### src/rtl/fsup_pkg.sv
package fsup_pkg;
  // strobes from control to datapath
  typedef struct packed {
    logic clrShort;  // wipe run counters and latches this cycle
    logic liveSet;   // any non-latched fault present this cycle
  } fsupStrobe_t;
endpackage

### src/rtl/fsup_ctrl.sv
module fsup_ctrl
  import fsup_pkg::*;
#(
  parameter int NPH = 3
) (
  input  logic           hallBad,
  input  logic           regLow,
  input  logic           overTemp,
  input  logic [NPH-1:0] gndShort,
  input  logic [NPH-1:0] highOn,
  input  logic           commPulse,
  input  logic           driveReset,
  output fsupStrobe_t    strobes,
  output logic [NPH-1:0] qual
);
  always_comb begin
    strobes.clrShort = commPulse | driveReset;
    strobes.liveSet  = hallBad | regLow | overTemp;
  end

  // comparator is only meaningful while the high side conducts
  assign qual = gndShort & highOn;
endmodule

### src/rtl/fsup_datapath.sv
module fsup_datapath
  import fsup_pkg::*;
#(
  parameter int NPH         = 3,
  parameter int SHORT_CYCLES = 4
) (
  input  logic           clk,
  input  logic           rst_n,
  input  fsupStrobe_t    strobes,
  input  logic [NPH-1:0] qual,
  output logic           liveFault,
  output logic [NPH-1:0] shortLatch
);
  localparam int CW = (SHORT_CYCLES < 2) ? 1 : $clog2(SHORT_CYCLES);
  localparam logic [CW-1:0] LAST = CW'(SHORT_CYCLES - 1);

  always_ff @(posedge clk or negedge rst_n) begin
    if (!rst_n) liveFault <= 1'b0;
    else        liveFault <= strobes.liveSet;
  end

  for (genvar i = 0; i < NPH; i++) begin : g_phase
    logic [CW-1:0] runCnt;

    always_ff @(posedge clk or negedge rst_n) begin
      if (!rst_n) begin
        runCnt        <= '0;
        shortLatch[i] <= 1'b0;
      end else if (strobes.clrShort) begin
        runCnt        <= '0;
        shortLatch[i] <= 1'b0;
      end else if (qual[i]) begin
        if (runCnt == LAST) shortLatch[i] <= 1'b1;
        else                runCnt        <= runCnt + 1'b1;
      end else begin
        runCnt <= '0;
      end
    end


    no_unqual_set_chk: assert property (@(posedge clk) disable iff (!rst_n)
      (!qual[i] && !shortLatch[i]) |=> !shortLatch[i]);
  end


  clr_wins_chk: assert property (@(posedge clk) disable iff (!rst_n)
    strobes.clrShort |=> (shortLatch == '0));


  latch_hold_chk: assert property (@(posedge clk) disable iff (!rst_n)
    !strobes.clrShort |=> ((shortLatch & $past(shortLatch)) == $past(shortLatch)));


  live_follow_chk: assert property (@(posedge clk) disable iff (!rst_n)
    strobes.liveSet |=> liveFault);
endmodule

### src/rtl/motor_fault_supervisor.sv
module motor_fault_supervisor
  import fsup_pkg::*;
#(
  parameter int NPH          = 3,
  parameter int SHORT_CYCLES = 4
) (
  input  logic           clk,
  input  logic           rst_n,
  input  logic           hallBad,
  input  logic           regLow,
  input  logic           overTemp,
  input  logic [NPH-1:0] gndShort,
  input  logic [NPH-1:0] highOn,
  input  logic           commPulse,
  input  logic           driveReset,
  output logic           faultOut,
  output logic           coastReq,
  output logic           highKillReq
);
  fsupStrobe_t    strobes;
  logic [NPH-1:0] qual;
  logic           liveFault;
  logic [NPH-1:0] shortLatch;

  fsup_ctrl #(.NPH(NPH)) u_ctrl (
    .hallBad(hallBad), .regLow(regLow), .overTemp(overTemp),
    .gndShort(gndShort), .highOn(highOn),
    .commPulse(commPulse), .driveReset(driveReset),
    .strobes(strobes), .qual(qual)
  );

  fsup_datapath #(.NPH(NPH), .SHORT_CYCLES(SHORT_CYCLES)) u_dp (
    .clk(clk), .rst_n(rst_n), .strobes(strobes), .qual(qual),
    .liveFault(liveFault), .shortLatch(shortLatch)
  );

  assign coastReq    = liveFault;
  assign highKillReq = |shortLatch;
  assign faultOut    = liveFault | highKillReq;


  kill_flags_chk: assert property (@(posedge clk) disable iff (!rst_n)
    highKillReq |-> faultOut);


  coast_flags_chk: assert property (@(posedge clk) disable iff (!rst_n)
    coastReq |-> faultOut);


  short_no_coast_chk: assert property (@(posedge clk) disable iff (!rst_n)
    !(hallBad || regLow || overTemp) |=> !coastReq);


  reset_clear_chk: assert property (@(posedge clk) disable iff (!rst_n)
    driveReset |=> !highKillReq);
endmodule

### config.mk
export PLATFORM = sky130hd
export DESIGN_NAME = motor_fault_supervisor
export DESIGN_NICKNAME = d
export VERILOG_FILES = /design/src/rtl/fsup_pkg.sv /design/src/rtl/fsup_ctrl.sv /design/src/rtl/fsup_datapath.sv /design/src/rtl/motor_fault_supervisor.sv
export SDC_FILE = /design/constraint.sdc
export NUM_CORES = 1
export LEC_CHECK = 0
export ABC_AREA = 1
export ABC_CLOCK_PERIOD_IN_PS = 1350
export BUFFER_PORTS_ARGS = -buffer_cell sky130_fd_sc_hd__buf_4
export CORE_UTILIZATION = 35
export CTS_CLUSTER_DIAMETER = 120
export DETAILED_ROUTE_END_ITERATION = 10
export HOLD_SLACK_MARGIN = 0.03
export PLACE_DENSITY = 0.59
export SLEW_MARGIN = 0
export SYNTH_ARGS = -nofsm -noshare
export SYNTH_HDL_FRONTEND = slang
export SYNTH_SLANG_ARGS = --single-unit
export TNS_END_PERCENT = 1
### constraint.sdc
create_clock -name clk -period 1.35 [get_ports clk]
set_input_delay 0.135 -clock clk [delete_from_list [all_inputs] [get_ports clk]]
set_output_delay 0.135 -clock clk [all_outputs]
set_load 0.01 [all_outputs]
## Word-level counts from Yosys, hierarchy flattened

Index checks and enable logic that the tools add are counted.

- Flip-flop bits (word level): 10
- Bits in latches: 0
- Memory bits (writable): 0
- Memory bits (read-only): 0
- Bits of input ports: 13
- Output and inout bits: 3
- Logic and storage cells: 49
- Memories kept: 0

- $add $sub $neg: 3
- Multipliers: 0
- Div/mod/pow operators: 0
- Magnitude comparators: 0
- Eq/ne operators: 6
- Shift-type cells: 0
- Muxes and demuxes: 18
- Bitwise logic cells: 5
- Reductions and logical operators: 10

Operators with widths:

| kind | count |
|---|---|
| $mux 2 | 9 |
| $reduce_bool 2->1 | 6 |
| $mux 1 | 9 |
| $ne 3x3->1 const B | 3 |
| $add 2x1->2 const B | 3 |
| $eq 2x2->1 const B | 3 |
| $reduce_and 2->1 | 3 |
| $or 1x1->1 | 4 |
| $and 3x3->3 | 1 |
| $reduce_or 3->1 | 1 |

## Logic depth before layout (Yosys ltp)

Gate-level depths: netlist of the first run.

- Word-level depth: 4
- Depth in mapped cells: 5
- Depth with buffers taken out: 5

## By module

A second synthesis of the first run with hierarchy kept.

- Cell total of the unflattened synthesis: 62
- Area, all modules: 503.0 um^2

By module, submodules not included:

| module | instances | cells an instance | area an instance (um^2) | sequential area each (um^2) |
|---|---|---|---|---|
| fsup_datapath | 1 | 47 | 440.4 | 250.2 |
| fsup_ctrl | 1 | 10 | 40.0 | 0.0 |
| motor_fault_supervisor | 1 | 5 | 22.5 | 0.0 |

## Worst setup path after synthesis of the first run

No wires, ideal clock.

- Path type: register -> register
- From: register u_dp.g_phase[2].runCnt[0]
- To: register u_dp.g_phase[2].runCnt[1]
- Arrival time: 840 ps
- Data required time: 1234 ps
- Slack: 394 ps
- Cell stages (with the launch flop): 6
- Buffers on the path: 0
- Period minus slack after synthesis: 956 ps
- Cells stage by stage: dfrtp_1 > ha_1 > inv_1 > nor2_1 > nor2_1 > nor2_1

- Word-level cells in the longest chain between the ends: 4
- Elaborated cells on any way between the ends: 6
- Classes of those cells: add/sub (1); eq/ne (2); mux (3)

RTL lines:

| item | line | text |
|---|---|---|
| start: declaration | fsup_datapath.sv:23 | `logic [CW-1:0] runCnt;` |
| start signal: assignment | fsup_datapath.sv:34 | `else runCnt <= runCnt + 1'b1;` |
| $add 2x1->2 | fsup_datapath.sv:34 |  |
| $mux 2 | fsup_datapath.sv:33 | `if (runCnt == LAST) shortLatch[i] <= 1'b1;` |
| $mux 2 | fsup_datapath.sv:32 | `end else if (qual[i]) begin` |
| $mux 2 | fsup_datapath.sv:29 | `end else if (strobes.clrShort) begin` |

Several ways; a longest one is shown, not always the timed one. The select of a mux whose other input is x is not followed.
A chain may end at the register's enable or synchronous reset.

## Worst setup path in the final report of the first run

- From: register u_dp.shortLatch[2]
- To: output port faultOut

- Word-level cells in the longest chain between the ends: 2

RTL lines:

| item | line | text |
|---|---|---|
| start: declaration | fsup_datapath.sv:12 | `output logic [NPH-1:0] shortLatch` |
| start signal: indexed assignment | fsup_datapath.sv:28 | `shortLatch[i] <= 1'b0;` |
| start signal: indexed assignment | fsup_datapath.sv:31 | `shortLatch[i] <= 1'b0;` |
| start signal: indexed assignment | fsup_datapath.sv:33 |  |
| $reduce_or 3->1 | motor_fault_supervisor.sv:38 | `assign highKillReq = \|shortLatch;` |
| $or 1x1->1 | motor_fault_supervisor.sv:39 | `assign faultOut = liveFault \| highKillReq;` |
| end: declaration | motor_fault_supervisor.sv:16 | `output logic faultOut,` |

No other way between the ends.

==> run summary, run 1 <==
Status: finished, final reports clean
Total power: 576 uW
Root Driver: clkbuf_4
Mean Syn Cell Area: 7.34 sq um
Clk buf depth: 2
Vias in the first global route: 429
Setup Buffers After CTS: 0
EDFF count, synth: 0
Final hold vios: 0
Actual slew at the worst max-slew pin: 0.164 ns
Crit end category: primary output
Commonest cells in the netlist: 20 x inv_1, 19 x nand2_1, 13 x nor2_1
Clk slew on worst S/H paths: 0.07 ns
Vias per cell: 4.19
Synth warn: 0
First-pass GRT wire length: 1.70 mm
Hold Path Cell Cnt: 3
Antenna violations before repair: 0
H-tree levels: 1
# setup viols final: 0
DP HPWL: 741 microns
Max transition margin: 0.891
Die W: 41.7 microns
Total GRT Usage: 0.130
Min-Delay Endpoint: u_dp.liveFault
Asr flop ratio synth: 1.00
Clk_lat worst skew: 0.26 ns
Main synth FF type: dfrtp_1
Hold Crit Class: in2reg
Final WL: 909 microns
Post-layout nets: 112
Clk_skew: 0.00761 ns
Setup CP Type: reg2out
Mapped Nets: 91
Register bit total from synthesis: 10
TritonCTS buffer count: 3
Die area: 1740 sq um
# port buffers: 15
Cells after Synth: 75
Number of routed nets with antenna violations: 0
Top Ports: 16
Std-Cell Rows: 13
Startpoint class of the critical path: register
Sequential share of the synthesized area: 0.455
Worst EP arrival: 0.98 ns
Tcrit/Tclk final: 0.827
Wire per inst: 8.34 microns
Clk sinks: 10
Max Cap Viol: 0
CTS tree: yes
Synth top area cells: dfrtp_1 45%, inv_1 14%, nand2_1 13%
Min cycle time layout: 1.12 ns
Post-synth top area share: 0.455
Max VDD drop: 0.528 mV
Core ar.: 1380 sq um
RSZ-0062 raised after global routing: false
Synthesis-to-finish area growth: 29.8%
Critical path peak fanout: 3
F_max: 0.896 GHz
Hold buffer count at CTS: 1
Worst r2r path cells: 5
PwrDens: 806 nW/um^2
GRT overflow: 0
N_diodes: 0
Largest net degree at the start of global routing: 11
Distinct cell type count after synthesis: 10
Gpl congestion: 0.701
R2r startpoint: u_dp.g_phase[2].runCnt[0]
CTS resizes: 0
Setup_tns: 0 ns
# DRC: 0
Count leader, synth: inv_1
Final Max Tran Viols: 0
WP data required: 1.22 ns
Lkg Pwr: 0.000410 uW
DR iter-0 viols: 6
Hold_sp: hallBad
Reg2reg setup slack: 0.34 ns
Share of post-route cells with drive strength above 1: 0.245
Top cell type by total area after synthesis: dfrtp_1
Worst r2r dst: u_dp.g_phase[2].runCnt[1]
DRT Pass-1 Iters: 4
Mapped Area: 551 sq um
Starting Density: 0.398
DR vias: 457
Die H: 41.7 microns
[stage by stage]
step,cell area [sq um],util,cells,worst slack [ns],hold slack [ns]
2_1_floorplan,551,-,75,0.394,-0.161
3_3_place_gp,682,0.493,105,0.364,-0.0263
3_5_place_dp,682,0.493,105,0.350,-0.0270
4_1_cts,714,0.517,109,0.223,0.0514
5_1_grt,714,0.517,109,0.184,0.0652
6_report,714,0.517,109,0.233,0.0552
[logic make-up after synthesis]
group | share of synthesized area
and+or+nand+nor | 0.286
DFF | 0.455
buffers and inverters | 0.143
adders and majority gates | 0.0682
AOI/OAI and AO/OA | 0.0477
[critical path: stages, from the launching register on]
cell,delay [ns]
dfrtp_1,0.36
inv_1,0.10
nand4_1,0.10
buf_4,0.15
[layout make-up]
cell class / count / area, sq um
Clock buffer: 3 / 22.5
Fill cell: 136 / 668
Inverter: 21 / 78.8
Multi-Input combinational cell: 44 / 221
Sequential cell: 10 / 250
Tap cell: 15 / 18.8
Timing Repair Buffer: 16 / 123
[worst max path at each step]
stage                               from                        end  cells after the start
5_1_grt               u_dp.shortLatch[1]                   faultOut                      3
4_1_cts               u_dp.shortLatch[2]                   faultOut                      3
2_1_floorplan  u_dp.g_phase[2].runCnt[0]  u_dp.g_phase[2].runCnt[1]                      5
3_5_place_dp   u_dp.g_phase[2].runCnt[0]  u_dp.g_phase[2].runCnt[1]                      5
3_3_place_gp   u_dp.g_phase[2].runCnt[0]  u_dp.g_phase[2].runCnt[1]                      5
6_report              u_dp.shortLatch[2]                   faultOut                      3
[placed cells by master, fill, tap and decap left out]
cell type,instances
nand3_1,4
nor2_1,13
nand4_1,1
inv_1,20
inv_2,1
dlygate4sd3_1,1
ha_1,3
nor2_4,1
dfrtp_1,10
nand2_1,19
buf_4,15
a21oi_2,3
clkbuf_4,3
[routing by layer]
layer  up-vias  part of all wire  track usage
met4         0             0.013       0.0774
met1       186              0.50        0.161
li1        259                 -            -
met3         2             0.037       0.0304
met5         -                 0            0
met2        10              0.45        0.203
[flip-flops by register name, indices dropped and copies added (netlist names)]
name and flops:
u_dp.g_phase.runCnt 6, u_dp.shortLatch 3, u_dp.liveFault 1
[power by group]
group | leakage, uW | switching [uW] | total (uW) | internal (uW)
clock network | 0.0000138 | 103 | 206 | 103
logic | 0.000262 | 28.7 | 64.2 | 35.5
registers | 0.000135 | 2.61 | 306 | 303
Note: power is estimated with default switching activity, not from simulation.
==> inputs of run 2 (changes only) <==
--- a/config.mk
+++ b/config.mk
@@ -5,14 +5,15 @@
 export SDC_FILE = /design/constraint.sdc
 export NUM_CORES = 1
 export LEC_CHECK = 0
-export ABC_AREA = 1
-export ABC_CLOCK_PERIOD_IN_PS = 1350
+export ABC_AREA = 0
+export ABC_CLOCK_PERIOD_IN_PS = 900
 export BUFFER_PORTS_ARGS = -buffer_cell sky130_fd_sc_hd__buf_4
-export CORE_UTILIZATION = 35
+export CORE_AREA = 2 2 39 41
 export CTS_CLUSTER_DIAMETER = 120
 export DETAILED_ROUTE_END_ITERATION = 10
+export DIE_AREA = 0 0 41 43
 export HOLD_SLACK_MARGIN = 0.03
-export PLACE_DENSITY = 0.59
+export PLACE_DENSITY = 0.61
 export SLEW_MARGIN = 0
 export SYNTH_ARGS = -nofsm -noshare
 export SYNTH_HDL_FRONTEND = slang
==> constraint.sdc (replaced) <==
create_clock -name clk -period 0.9 [get_ports clk]
set_input_delay 0.09 -clock clk [delete_from_list [all_inputs] [get_ports clk]]
set_output_delay 0.09 -clock clk [all_outputs]
set_load 0.01 [all_outputs]
==> run 2 against run 1 <==
  * Power rose by 67%
  * Combinational power rose by 50%
  * Synthesized area decreased by 18%
  * Count of clock-buffer cells in the layout grew 1
  * Sequential power grew 50%
  * Clock skew about the same
  * First-iteration DRC count shrank 17%
  * Largest cell class unchanged
  * Global-route usage decreased by 1.1 points
  * Core utilization grew 0.86 points
  * The flow now finishes with violations (setup timing)
  * Non-clock buffer count is 6 higher
  * Die area grew 1.6%
  * Sequential share of layout area fell by 0.60 points
==> run summary, run 2 <==
Status: finished with violations
Violated checks: setup timing
Number of routed nets with antenna violations: 0
Reg area: 250 sq um
Crit path capture: faultOut
WP buf/inv: 1
Max layer used: met4
Final WL: 905 microns
Hold_ws: 0.0154 ns
Antenna violations before repair: 0
Setup CP Type: reg2out
Vias per cell: 4.78
Register bit total from synthesis: 10
Synth top area cells: dfrtp_1 56%, ha_1 8.3%, mux2i_1 6.7%
Die area: 1760 sq um
Fin cells: 80
Post-layout nets: 81
Largest net degree at the start of global routing: 11
RSZ-0062 raised after global routing: true
Hold buffer count at CTS: 1
Mapped Area: 450 sq um
Tcrit/Tclk final: 1.64
Mean Syn Cell Area: 11.5 sq um
Hold Crit Class: in2reg
Vias in the first global route: 330
# port buffers: 15
Root Driver: clkbuf_4
Total placed cells including tap cells: 73
Max VDD drop: 0.754 mV
CP cell instances: or3_4, or2_4, buf_6
Startpoint class of the critical path: register
WP data required: 0.81 ns
Max reg flops: 6
Synthesis-to-finish area growth: 61.4%
Count leader, synth: dfrtp_1
Clk_lat worst skew: 0.27 ns
Gpl congestion: 0.719
WL met2: 429 microns
CP peak stage delay: 0.38 ns
First-pass GRT wire length: 1.32 mm
Cells after Synth: 39
Clk slew on worst S/H paths: 0.07 ns
Clk buf depth: 2
Multi-input gate area: 241 sq um
Wire length on met1: 402 microns
EDFF count, synth: 0
CTS tree: yes
Wire per inst: 11.3 microns
Std-Cell Rows: 14
DR iter-0 viols: 5
F_max: 0.679 GHz
Top cell type by total area after synthesis: dfrtp_1
Share of post-route cells with drive strength above 1: 0.516
Commonest cells in the netlist: 10 x dfrtp_1, 6 x nor3_1
Max transition margin: 0.786
Synth warn: 0
Final Max Tran Viols: 0
TritonCTS buffer count: 3
Clk_skew: 0.00752 ns
Worst r2r dst: u_dp.shortLatch[0]
Die H: 43 microns
DR vias: 382
Top Ports: 16
Mapped Nets: 55
Critical path peak fanout: 2
Die W: 41 microns
Top Registers: u_dp.g_phase.runCnt (6), u_dp.shortLatch (3), u_dp.liveFault (1)
R2r startpoint: u_dp.shortLatch[0]
Crit end category: primary output
DRT Pass-1 Iters: 4
Reg2reg setup slack: -0.14 ns
N_diodes: 0
Post-synth top area share: 0.556
DP HPWL: 642 microns
Distinct cell type count after synthesis: 12
Commonest non-fill, non-tap cell in the layout: buf_4
CP top delay family: simple AND/OR/NAND/NOR gates
# DRC: 0
Max Cap Viol: 0
H-tree levels: 1
DR WL met3: 43 microns
Total GRT Usage: 0.118
Main synth FF type: dfrtp_1
GRT overflow: 0
Worst r2r path cells: 5
Actual slew at the worst max-slew pin: 0.321 ns
Core ar.: 1380 sq um
Most frequent cells in the layout: 18 x buf_4, 10 x dfrtp_1, 4 x nor3_1
# setup viols final: 10
Crit. Startpoint: u_dp.shortLatch[0]
Final hold vios: 0
Asr flop ratio synth: 1.00
Worst EP arrival: 1.38 ns
Filler cell count: 120
Starting Density: 0.325
Final critical-path setup slack: -0.572 ns
Most flops, register: u_dp.g_phase.runCnt
PwrDens: 1320 nW/um^2
Min cycle time layout: 1.47 ns
Sequential share of the synthesized area: 0.556
Clk sinks: 10
Crit-path slowest cell: dfrtp_1
Worst path depth: 3
Lkg Pwr: 0.000349 uW
[run 2: cell types whose count changed in the layout (fill, tap and decap cells not counted), sizes merged, moves of 4 or more]
cell	previous run	this run
nor3	0	6
buf	15	21
nand3	4	0
nor2	14	3
nand2	19	3
inv	21	0
[run 2: through the flow]
stage | TNS [ns] | setup slack, ns | util | instance area, sq um | total power (uW)
6_report | -1.51 | -0.572 | 0.525 | 727 | 962
5_1_grt | -1.90 | -0.600 | 0.525 | 727 | 1000
4_1_cts | -1.46 | -0.572 | 0.505 | 699 | 964
2_1_floorplan | -0.496 | -0.189 | - | 453 | 492
3_3_place_gp | -0.962 | -0.288 | 0.441 | 611 | 552
3_5_place_dp | -1.22 | -0.311 | 0.441 | 611 | 553
[run 2: what timing repair did]
| item | in CTS | in global routing |
|---|---|---|
| endpoints found under the hold margin | 11 | 1 |
| resized for setup | 7 | 4 |
| endpoints found under the setup margin | 11 | 12 |
| pin swaps | 3 | 0 |
| setup buffers | 1 | 1 |
[run 2: metal layers]
layer  vias to the layer above  track usage
met4                         0        0.100
met5                         -            0
met2                        14        0.166
li1                        191            -
met3                         6       0.0157
met1                       171        0.153
[run 2: how the worst min path moves through the flow]
stage                  start                         to  slack [ns]  depth (start not counted)
floorplan              rst_n  u_dp.g_phase[0].runCnt[0]       -0.21                          0
global placement       rst_n             u_dp.liveFault       -0.08                          1
detailed placement     rst_n  u_dp.g_phase[0].runCnt[1]       -0.07                          1
CTS                 overTemp             u_dp.liveFault        0.02                          2
global route        overTemp             u_dp.liveFault        0.01                          2
finish              overTemp             u_dp.liveFault        0.02                          2
[run 2: report_power, final]
part	internal [uW]	total (uW)	leakage [uW]	switching (uW)
clock	246	406	0.0000210	160
sequential	455	460	0.000135	4.97
combinational	56.7	96.6	0.000194	39.8
[run 2: cells by family after synthesis]
kind of cell    after synthesis  synth area share
simple gates                 16             0.183
buf+inv                       1            0.0111
flops                        10             0.556
xor+xnor                      3            0.0583
compound gates                3            0.0417
mux                           3            0.0667
fa+ha+maj                     3            0.0833
[run 2: cell type report]
| type | count | share of cell area |
|---|---|---|
| Sequential cell | 10 | 0.344 |
| Clock buffer | 4 | 0.0499 |
| Timing Repair Buffer | 22 | 0.246 |
| Multi-Input combinational cell | 28 | 0.332 |
| Tap cell | 16 | 0.0275 |
[run 2: worst reg2reg max path: stages (launching register included)]
cell and delay (ns):
dfrtp_1 0.38, buf_4 0.13, buf_4 0.12, buf_6 0.10
a31oi_2 0.13, nor2_1 0.06
==> inputs of run 3 (changes only) <==
--- a/config.mk
+++ b/config.mk
@@ -13,7 +13,7 @@
 export DETAILED_ROUTE_END_ITERATION = 10
 export DIE_AREA = 0 0 41 43
 export HOLD_SLACK_MARGIN = 0.03
-export PLACE_DENSITY = 0.61
+export PLACE_DENSITY = 0.57
 export SLEW_MARGIN = 0
 export SYNTH_ARGS = -nofsm -noshare
 export SYNTH_HDL_FRONTEND = slang
==> run 3 against run 2 <==
  * Sequential power barely moved
  * Clock skew fell by 0.0073 ns
  * Combinational power fell by 2.8%
  * Core utilization fell by 1.6 points
  * Highest routed layer unchanged
  * Hold slack got worse by 0.0053 ns
  * The run still ends with setup timing left
  * Largest power group unchanged
  * Count of clock-buffer cells in the layout did not move
  * Cell area fell by 3.1%
==> run summary, run 3 (synthesized netlist as in run 2, its figures left out) <==
WP data required: 0.81 ns
Critical path peak fanout: 2
CP peak stage delay: 0.38 ns
Die H: 43 microns
Tcrit/Tclk final: 1.63
H-tree levels: 1
Most flops, register: u_dp.g_phase.runCnt
Violated checks: setup timing
Largest net degree at the start of global routing: 11
Core ar.: 1380 sq um
Root Driver: clkbuf_4
Fin cells: 81
DP HPWL: 591 microns
Clk sinks: 10
CP cell instances: or3_4, or2_4, buf_6
DR vias: 381
# DRC: 0
PwrDens: 1360 nW/um^2
Crit-path slowest cell: dfrtp_1
Min cycle time layout: 1.46 ns
Wire per inst: 9.98 microns
Post-layout nets: 82
Clk_skew: 0.000215 ns
Setup CP Type: reg2out
Most frequent cells in the layout: 19 x buf_4, 10 x dfrtp_1, 6 x nor3_1
Setup_tns: -1.49 ns
Clk_lat worst skew: 0.27 ns
Die area: 1760 sq um
Hold Crit Class: in2reg
Status: finished with violations
# port buffers: 15
Final critical-path setup slack: -0.564 ns
Lkg Pwr: 0.000353 uW
Startpoint class of the critical path: register
# setup viols final: 10
Synthesis-to-finish area growth: 56.4%
Total placed cells including tap cells: 74
Max reg flops: 6
Clk slew on worst S/H paths: 0.07 ns
Commonest non-fill, non-tap cell in the layout: buf_4
Crit end category: primary output
Starting Density: 0.325
GRT overflow: 0
Antenna violations before repair: 0
Max Cap Viol: 0
Gpl congestion: 0.667
Number of routed nets with antenna violations: 0
Final hold vios: 0
Max VDD drop: 0.845 mV
N_diodes: 0
Top Registers: u_dp.g_phase.runCnt (6), u_dp.shortLatch (3), u_dp.liveFault (1)
Worst EP arrival: 1.37 ns
Vias in the first global route: 383
Total GRT Usage: 0.118
RSZ-0062 raised after global routing: true
Vias per cell: 4.70
DRT Pass-1 Iters: 3
F_max: 0.683 GHz
Final WL: 808 microns
CTS tree: yes
Top Ports: 16
Hold buffer count at CTS: 1
Clk buf depth: 2
Final Max Tran Viols: 0
Std-Cell Rows: 14
First-pass GRT wire length: 1.41 mm
Actual slew at the worst max-slew pin: 0.309 ns
Max transition margin: 0.794
Die W: 41 microns
DR iter-0 viols: 4
Share of post-route cells with drive strength above 1: 0.492
TritonCTS buffer count: 3
## run 3: cell types whose count changed in the layout (fill, tap and decap cells not counted), sizes merged
cell,before,now
buf,21,22
## run 3: report_power, final
part	switching [uW]	internal, uW	total (uW)
logic	37.1	56.8	93.9
registers	3.36	455	458
clock network	162	246	408
## run 3: cell type report
type	count	area, sq um
clock buffers	4	36.3
fillers	135	679
multi-input cells	28	211
flip-flops and latches	10	250
well taps	16	20.0
repair buffers	23	186
## run 3: metal layers
metal,vias to the layer above,track usage,routed length (microns)
li1,193,-,-
met1,175,0.135,352
met2,11,0.191,392
met3,2,0.0471,51
met4,0,0.0400,12
met5,-,0,0
## run 3: final timing paths
check	startpoint	to	slack, ns	cells after the start
min reg2reg	u_dp.shortLatch[1]	u_dp.shortLatch[1]	0.50	2
max in group asynchronous	rst_n	u_dp.g_phase[2].runCnt[0]	0.58	2
min in group asynchronous	rst_n	u_dp.shortLatch[0]	0.18	2
max	u_dp.shortLatch[1]	faultOut	-0.56	3
min	overTemp	u_dp.liveFault	0.01	2
max reg2reg	u_dp.shortLatch[2]	u_dp.shortLatch[2]	-0.13	5
## run 3: repair_timing
action	4_1_cts	5_1_grt
pin swaps	4	2
gates cloned	0	0
hold endpoints to repair	11	1
buffers inserted	1	1
resized for setup	5	2
endpoints found under the setup margin	11	12
## run 3: stage by stage
| stage | setup slack [ns] | instance area, sq um | util | power, uW | hold slack, ns |
|---|---|---|---|---|---|
| after floorplan | -0.189 | 453 | - | 492 | -0.206 |
| after global placement | -0.287 | 618 | 0.447 | 554 | -0.0729 |
| after detailed placement | -0.289 | 618 | 0.447 | 555 | -0.0759 |
| after CTS | -0.569 | 687 | 0.496 | 968 | 0.0107 |
| after global routing | -0.607 | 704 | 0.509 | 1000 | 0.0234 |
| final | -0.564 | 704 | 0.509 | 960 | 0.0102 |
## run 3: worst max-delay path, delay by kind of cell, from the launching register on
kind                   cells  cell delay [ns]
buffers and inverters      1             0.12
AND/OR/NAND/NOR            2             0.61
flip-flops                 1             0.38
